[src/rtl/dtg_pkg.sv]
// Shared configuration layout of the dead-band generator.
// Assumes the configuration word is 18 bits wide, with the control fields in
// bits 17..8 at the positions firmware writes, and bits 7..0 unused.
package dtg_pkg;

    localparam int CFG_W = 18;

    typedef struct packed {
        logic       tick_sel;   // 17: 1 = count only on external tick
        logic       byp_b;      // 16: B output skips falling-delay unit
        logic       byp_a;      // 15: A output skips rising-delay unit
        logic       inv_fall;   // 14: invert falling-delay result
        logic       inv_rise;   // 13: invert rising-delay result
        logic       src_fall;   // 12: falling-delay source, 1 = B
        logic       src_rise;   // 11: rising-delay source, 1 = B
        logic       xch_b;      // 10: B output takes A path
        logic       xch_a;      //  9: A output takes B path
        logic       cascade;    //  8: falling unit fed by rising unit
        logic [7:0] spare;
    } dtg_cfg_t;

endpackage

[src/rtl/dtg_edge_delay.sv]
// One edge-delay unit. It delays either the rising edges (RISE=1) or the
// falling edges (RISE=0) of sig_i by dly_i ticks. The opposite edge passes
// through in the same cycle.
// Assumes sig_i is synchronous to clk. A tick is any clock with adv_i high.
module dtg_edge_delay #(
    parameter int DLY_W = 16,
    parameter bit RISE  = 1'b1
) (
    input  logic             clk,
    input  logic             rst_n,
    input  logic             sig_i,
    input  logic             adv_i,
    input  logic [DLY_W-1:0] dly_i,
    output logic             sig_o
);
    // The counter starts saturated for a falling unit, so that no false
    // trailing pulse follows reset.
    localparam logic [DLY_W-1:0] CNT_INIT = RISE ? '0 : '1;

    logic             lvl;      // the level whose onset is being delayed
    logic [DLY_W-1:0] cnt_q;
    logic             act;

    assign lvl   = RISE ? sig_i : ~sig_i;
    assign act   = lvl && (cnt_q >= dly_i);
    assign sig_o = RISE ? act : ~act;

    // Count ticks while the delayed level is held, and clear when it drops.
    always_ff @(posedge clk) begin
        if (!rst_n)
            cnt_q <= CNT_INIT;
        else if (!lvl)
            cnt_q <= '0;
        else if (adv_i && (cnt_q < dly_i))
            cnt_q <= cnt_q + 1'b1;
    end


    onset_gap_chk: assert property (@(posedge clk) disable iff (!rst_n)
        ($past(rst_n) && lvl && !$past(lvl) && (dly_i != '0)) |-> !act);


    tick_hold_chk: assert property (@(posedge clk) disable iff (!rst_n)
        (lvl && !adv_i) |=> $stable(cnt_q));

endmodule

[src/rtl/dtg_route.sv]
// Output routing: a bypass choice per output, then the swap or copy stage.
// Purely combinational. The caller registers the result.
// Assumes the delay results are already inverted as configured.
module dtg_route (
    input  logic in_a,
    input  logic in_b,
    input  logic dly_a,
    input  logic dly_b,
    input  logic byp_a,
    input  logic byp_b,
    input  logic xch_a,
    input  logic xch_b,
    output logic out_a,
    output logic out_b
);
    logic path_a;
    logic path_b;

    // Pick the raw stream or the delay result for each path, then apply swap/copy.
    always_comb begin
        path_a = byp_a ? in_a : dly_a;
        path_b = byp_b ? in_b : dly_b;
        out_a  = xch_a ? path_b : path_a;
        out_b  = xch_b ? path_a : path_b;
    end

endmodule

[src/rtl/dtg_deadband.sv]
// Dead-band generator for a PWM pair. Two edge-delay units feed a bypass and
// swap router, followed by one output register.
// Assumes all inputs are synchronous to clk.
module dtg_deadband
    import dtg_pkg::*;
#(
    parameter int DLY_W = 16
) (
    input  logic             clk,
    input  logic             rst_n,
    input  logic [CFG_W-1:0] cfg_word,
    input  logic [DLY_W-1:0] rise_dly,
    input  logic [DLY_W-1:0] fall_dly,
    input  logic             tick_en,
    input  logic             pwm_a_i,
    input  logic             pwm_b_i,
    output logic             pwm_a_o,
    output logic             pwm_b_o
);
    dtg_cfg_t cfg;
    logic     adv;
    logic     rise_src, fall_src;
    logic     rise_raw, fall_raw;
    logic     nxt_a, nxt_b;
    logic     unused_spare;

    assign cfg          = dtg_cfg_t'(cfg_word);
    assign unused_spare = ^cfg.spare;
    assign adv          = cfg.tick_sel ? tick_en : 1'b1;
    assign rise_src     = cfg.src_rise ? pwm_b_i : pwm_a_i;
    assign fall_src     = cfg.cascade ? rise_raw
                        : (cfg.src_fall ? pwm_b_i : pwm_a_i);

    dtg_edge_delay #(.DLY_W(DLY_W), .RISE(1'b1)) i_rise (
        .clk(clk), .rst_n(rst_n), .sig_i(rise_src), .adv_i(adv),
        .dly_i(rise_dly), .sig_o(rise_raw)
    );

    dtg_edge_delay #(.DLY_W(DLY_W), .RISE(1'b0)) i_fall (
        .clk(clk), .rst_n(rst_n), .sig_i(fall_src), .adv_i(adv),
        .dly_i(fall_dly), .sig_o(fall_raw)
    );

    dtg_route i_route (
        .in_a(pwm_a_i), .in_b(pwm_b_i),
        .dly_a(rise_raw ^ cfg.inv_rise), .dly_b(fall_raw ^ cfg.inv_fall),
        .byp_a(cfg.byp_a), .byp_b(cfg.byp_b),
        .xch_a(cfg.xch_a), .xch_b(cfg.xch_b),
        .out_a(nxt_a), .out_b(nxt_b)
    );

    // Register both outputs so the pins change only on clock edges.
    always_ff @(posedge clk) begin
        if (!rst_n) begin
            pwm_a_o <= 1'b0;
            pwm_b_o <= 1'b0;
        end else begin
            pwm_a_o <= nxt_a;
            pwm_b_o <= nxt_b;
        end
    end


    pass_a_chk: assert property (@(posedge clk) disable iff (!rst_n)
        ($past(rst_n) && $past(cfg_word[15] && !cfg_word[9])) |-> (pwm_a_o == $past(pwm_a_i)));


    pass_b_chk: assert property (@(posedge clk) disable iff (!rst_n)
        ($past(rst_n) && $past(cfg_word[16] && !cfg_word[10])) |-> (pwm_b_o == $past(pwm_b_i)));


    exchange_chk: assert property (@(posedge clk) disable iff (!rst_n)
        ($past(rst_n) && $past(cfg_word[16:15] == 2'b11 && cfg_word[10:9] == 2'b11))
        |-> (pwm_a_o == $past(pwm_b_i) && pwm_b_o == $past(pwm_a_i)));


    no_overlap_chk: assert property (@(posedge clk) disable iff (!rst_n)
        ($past(rst_n) && $past(cfg_word == 18'h04000)) |-> !(pwm_a_o && pwm_b_o));

endmodule

[config.mk]
export PLATFORM = sky130hd
export DESIGN_NAME = dtg_deadband
export DESIGN_NICKNAME = d
export VERILOG_FILES = /design/src/rtl/dtg_pkg.sv /design/src/rtl/dtg_edge_delay.sv /design/src/rtl/dtg_route.sv /design/src/rtl/dtg_deadband.sv
export SDC_FILE = /design/constraint.sdc
export NUM_CORES = 1
export LEC_CHECK = 0
export BUFFER_PORTS_ARGS = -buffer_cell sky130_fd_sc_hd__clkbuf_2
export CAP_MARGIN = 10
export CORE_ASPECT_RATIO = 0.6
export CORE_MARGIN = 2
export CORE_UTILIZATION = 40
export CTS_CLUSTER_SIZE = 20
export DETAILED_ROUTE_END_ITERATION = 6
export GPL_TIMING_DRIVEN = 0
export PLACE_DENSITY = 0.68
export SYNTH_ARGS = -nofsm -noshare
export SYNTH_HDL_FRONTEND = slang
export SYNTH_SLANG_ARGS = --single-unit
[constraint.sdc]
create_clock -name clk -period 2.44 [get_ports clk]
set_input_delay 0.244 -clock clk [delete_from_list [all_inputs] [get_ports clk]]
set_output_delay 0.244 -clock clk [all_outputs]
set_load 0.02 [all_outputs]
==> impl_metrics.prom <==
# TYPE chip_impl_metric gauge
chip_impl_metric{name="number_of_global_route_vias_before_repair",unit=""} 2107
chip_impl_metric{name="die_h",unit="um"} 66.6
chip_impl_metric{name="worst_clock_skew",unit="ns"} 0.00718
chip_impl_info{name="post-synth-top-count-cell",value="sky130_fd_sc_hd__inv_1"} 1
chip_impl_metric{name="ff2ff_setup_slack",unit="ns"} 0.11
chip_impl_metric{name="post_synth.cell_area_avg",unit="sq um"} 8.13
chip_impl_metric{name="ys_seq_area_frac",unit=""} 0.260
chip_impl_metric{name="maximum_achievable_frequency",unit="GHz"} 0.429
chip_impl_metric{name="drt_pass1_iterations",unit=""} 4
chip_impl_metric{name="path_clk_slew",unit="ns"} 0.06
chip_impl_metric{name="setup_viol",unit=""} 0
chip_impl_metric{name="nets",unit=""} 472
chip_impl_info{name="top_cell_types_by_occurrence_after_synthesis",value="sky130_fd_sc_hd__inv_1 (37), sky130_fd_sc_hd__dfxtp_1 (34), sky130_fd_sc_hd__ha_1 (34), sky130_fd_sc_hd__nand2_1 (23), sky130_fd_sc_hd__a21oi_1 (21)"} 1
chip_impl_metric{name="dieArea",unit="sq um"} 7220
chip_impl_metric{name="finalSetupTns",unit="ns"} 0
chip_impl_metric{name="start_util",unit=""} 0.421
chip_impl_metric{name="finalHoldViolations",unit=""} 0
chip_impl_metric{name="drt_iter0_markers",unit=""} 92
chip_impl_metric{name="clkSinkCount",unit=""} 34
chip_impl_info{name="crit_path_start",value="i_rise.cnt_q[1]$_SDFFE_PN0P_"} 1
chip_impl_metric{name="critical_path_peak_fanout",unit=""} 10
chip_impl_metric{name="required",unit="ns"} 2.65
chip_impl_metric{name="synth_enable_flop_cells",unit=""} 0
chip_impl_metric{name="tightestPinTransition",unit="ns"} 0.546
chip_impl_info{name="hold_path_class",value="input port to register"} 1
chip_impl_info{name="yosys-top-cells-area",value="sky130_fd_sc_hd__dfxtp_1 (26%), sky130_fd_sc_hd__ha_1 (16%), sky130_fd_sc_hd__inv_1 (5.3%), sky130_fd_sc_hd__a21oi_1 (4.0%), sky130_fd_sc_hd__o21ai_0 (3.8%)"} 1
chip_impl_metric{name="yosysWarnings",unit=""} 0
chip_impl_metric{name="coreArea",unit="sq um"} 6220
chip_impl_metric{name="avgRoutedWirePerCell",unit="um"} 13.7
chip_impl_metric{name="drive_gt1_frac",unit=""} 0.230
chip_impl_metric{name="vdd_ir_drop_max",unit="mV"} 0.291
chip_impl_metric{name="grt_max_degree",unit=""} 11
chip_impl_metric{name="worstRegToRegCells",unit=""} 9
chip_impl_metric{name="wire_length_of_the_first_global_routing_pass",unit="mm"} 9.99
chip_impl_metric{name="gp_congestion",unit=""} 0.884
chip_impl_metric{name="vias_per_cell",unit=""} 5.25
chip_impl_metric{name="h-tree-depth",unit=""} 2
chip_impl_metric{name="post-route-drc-count",unit=""} 0
chip_impl_info{name="startpoint_type_of_the_worst_setup_path",value="register"} 1
chip_impl_metric{name="multiInputGateArea",unit="sq um"} 1850
chip_impl_metric{name="synthesis.area",unit="sq um"} 2620
chip_impl_metric{name="pre_cts_ws",unit="ns"} -0.0298
chip_impl_info{name="tritoncts",value="built"} 1
chip_impl_metric{name="num-fill-cells",unit=""} 624
chip_impl_info{name="timing.setup.critical_path_class",value="register to register"} 1
chip_impl_metric{name="synth.ff_latch_count",unit=""} 34
chip_impl_metric{name="synth_cells",unit=""} 322
chip_impl_metric{name="pwr_density_cell",unit="nW/um^2"} 472
chip_impl_info{name="synth_top_flop_cell",value="sky130_fd_sc_hd__dfxtp_1"} 1
chip_impl_metric{name="layout_worst_path_cycle_share",unit=""} 0.956
chip_impl_metric{name="relSlewSlack",unit=""} 0.636
chip_impl_info{name="setup.worst_path.end",value="i_rise.cnt_q[13]$_SDFFE_PN0P_"} 1
chip_impl_metric{name="synth_async_sr_flop_share",unit=""} 0
chip_impl_info{name="setup.worst_path.end_class",value="register"} 1
chip_impl_info{name="result_of_the_run",value="finished, final reports clean"} 1
chip_impl_metric{name="postRouteAntennaNets",unit=""} 0
chip_impl_metric{name="wl",unit="mm"} 6.39
chip_impl_metric{name="dr_total_vias",unit=""} 2445
chip_impl_info{name="reg2reg_to",value="i_rise.cnt_q[13]$_SDFFE_PN0P_"} 1
chip_impl_metric{name="fin_hold_ws",unit="ns"} 0.240
chip_impl_metric{name="hold_buffers",unit=""} 0
chip_impl_metric{name="dp_hpwl",unit="mm"} 5.00
chip_impl_metric{name="maxSlewViolCount",unit=""} 0
chip_impl_metric{name="n_antenna_cell",unit=""} 0
chip_impl_metric{name="num_io_pins",unit=""} 57
chip_impl_metric{name="fin_total_pwr",unit="uW"} 1510
chip_impl_metric{name="cts.path.max_buffers",unit=""} 2
chip_impl_metric{name="numCtsBuffers",unit=""} 5
chip_impl_info{name="r2r-start",value="i_rise.cnt_q[1]$_SDFFE_PN0P_"} 1
chip_impl_metric{name="clock_insertion_delay_worst_skew",unit="ns"} 0.28
chip_impl_metric{name="cp_arrival",unit="ns"} 2.54
chip_impl_metric{name="areaGrowthSynthToFinish",unit="%"} 21.8
chip_impl_metric{name="synth.lib_cells_used.distinct",unit=""} 52
chip_impl_metric{name="maxCapViolations",unit=""} 0
chip_impl_info{name="root_buffer",value="sky130_fd_sc_hd__clkbuf_8"} 1
chip_impl_metric{name="post-route-worst-setup-slack",unit="ns"} 0.108
chip_impl_metric{name="gr-usage-all-layers",unit=""} 0.182
chip_impl_metric{name="final-seq-area",unit="sq um"} 683
chip_impl_metric{name="power_leakage",unit="uW"} 0.00145
chip_impl_metric{name="initial_antenna_violation_count",unit=""} 0
chip_impl_metric{name="period_minus_slack",unit="ns"} 2.33
chip_impl_metric{name="numPortBuffers",unit=""} 48
chip_impl_info{name="synthDominantAreaCellType",value="sky130_fd_sc_hd__dfxtp_1"} 1
chip_impl_metric{name="die_w",unit="um"} 108
chip_impl_metric{name="grt-ovfl-total",unit=""} 0
chip_impl_metric{name="mappedNetlistNets",unit=""} 411
chip_impl_metric{name="synth_largest_type_area_fraction",unit=""} 0.260
chip_impl_metric{name="rows",unit=""} 22
-- kinds of logic (layout without fill, tap and decap cells) --
logic type | Yosys count | in the layout | synth area share
AO/OA/AOI/OAI | 86 | 86 | 0.212
XOR/XNOR | 18 | 18 | 0.0603
adder cells (fa/ha/maj) | 34 | 34 | 0.163
buffers and inverters | 44 | 104 | 0.0679
flip-flops | 34 | 34 | 0.260
multiplexers | 4 | 4 | 0.0153
AND/OR/NAND/NOR | 102 | 102 | 0.222
-- layout by cell type, fill, tap and decap left out, types with 2 or more instances in the layout --
cell                       instances
sky130_fd_sc_hd__buf_4             7
sky130_fd_sc_hd__and3_1           13
sky130_fd_sc_hd__nand4_1           7
sky130_fd_sc_hd__nand3_1          11
sky130_fd_sc_hd__clkbuf_8          6
sky130_fd_sc_hd__a21o_1            3
sky130_fd_sc_hd__xor2_1           11
sky130_fd_sc_hd__o21a_1            4
sky130_fd_sc_hd__mux2i_1           4
sky130_fd_sc_hd__nor4_4            4
sky130_fd_sc_hd__nand2b_1          4
sky130_fd_sc_hd__nor2_1           14
sky130_fd_sc_hd__nor2b_1           3
sky130_fd_sc_hd__o21ai_1          17
sky130_fd_sc_hd__a211oi_2          4
sky130_fd_sc_hd__xnor2_1           7
sky130_fd_sc_hd__nand2_1          23
sky130_fd_sc_hd__a41oi_1           2
sky130_fd_sc_hd__ha_1             34
sky130_fd_sc_hd__inv_1            37
sky130_fd_sc_hd__o21ai_0          18
sky130_fd_sc_hd__dfxtp_2           2
sky130_fd_sc_hd__nor3_1            4
sky130_fd_sc_hd__clkbuf_1          4
sky130_fd_sc_hd__clkbuf_2         48
sky130_fd_sc_hd__a21oi_1          21
sky130_fd_sc_hd__a41oi_2           2
sky130_fd_sc_hd__dfxtp_1          32
sky130_fd_sc_hd__or3_1            12
-- state kept, by name, summed over array words and instances (netlist names) --
name          cells
i_rise.cnt_q     16
pwm_b_o           1
i_fall.cnt_q     16
pwm_a_o           1
-- worst min-delay path by stage --
| stage | start | slack, ns | cells past startpoint | to |
|---|---|---|---|---|
| CTS | cfg_word[10] | 0.24 | 3 | pwm_b_o$_SDFF_PN0_ |
| finish | cfg_word[10] | 0.24 | 3 | pwm_b_o$_SDFF_PN0_ |
| floorplan | cfg_word[10] | 0.41 | 2 | pwm_b_o$_SDFF_PN0_ |
| global route | cfg_word[10] | 0.28 | 3 | pwm_b_o$_SDFF_PN0_ |
| global placement | i_rise.cnt_q[15]$_SDFFE_PN0P_ | 0.48 | 2 | i_rise.cnt_q[15]$_SDFFE_PN0P_ |
| detailed placement | i_rise.cnt_q[11]$_SDFFE_PN0P_ | 0.50 | 2 | i_rise.cnt_q[11]$_SDFFE_PN0P_ |
-- worst max-delay path, cell delays in order (launching register included) --
cell and delay (ns):
sky130_fd_sc_hd__dfxtp_1 0.39, sky130_fd_sc_hd__ha_1 0.26, sky130_fd_sc_hd__nor2b_1 0.14, sky130_fd_sc_hd__o21a_1 0.17
sky130_fd_sc_hd__o21a_1 0.16, sky130_fd_sc_hd__o21ai_1 0.23, sky130_fd_sc_hd__nand4_1 0.20, sky130_fd_sc_hd__clkbuf_4 0.25
sky130_fd_sc_hd__or3_1 0.32, sky130_fd_sc_hd__a21oi_1 0.14
-- per-stage QoR --
step	area (sq um)	util	cells
6_report	3190	0.512	466
5_1_grt	3190	0.512	466
4_1_cts	3060	0.492	461
3_5_place_dp	2960	0.476	454
3_3_place_gp	2960	0.476	454
2_1_floorplan	2620	-	322
-- layout make-up --
| type | instances | share of cell area |
|---|---|---|
| buffer | 7 | 0.0130 |
| clock buffer | 6 | 0.0259 |
| inverter | 37 | 0.0436 |
| multi-input combinational | 244 | 0.581 |
| sequential | 34 | 0.214 |
| tap | 84 | 0.0330 |
| timing repair buffer | 54 | 0.0896 |
-- layer usage --
layer / vias to the layer above / routed length (um) / track usage
li1: 1275 / - / -
met1: 1117 / 3600 / 0.284
met2: 51 / 2510 / 0.252
met3: 2 / 262 / 0.0362
met4: 0 / 16 / 0.0337
met5: - / 0 / 0
-- timing repair --
action,CTS,global route
pin swaps,1,8
endpoints found under the setup margin,6,27
gates cloned,0,0
setup buffers,1,5
gates resized for setup,1,18
-- power by group --
group / internal [uW] / total (uW) / switching (uW)
sequential: 598 / 644 / 45.9
combinational: 205 / 449 / 243
clock: 218 / 413 / 195
total: 1020 / 1510 / 484
No activity file was read; power rests on OpenSTA's default activity.
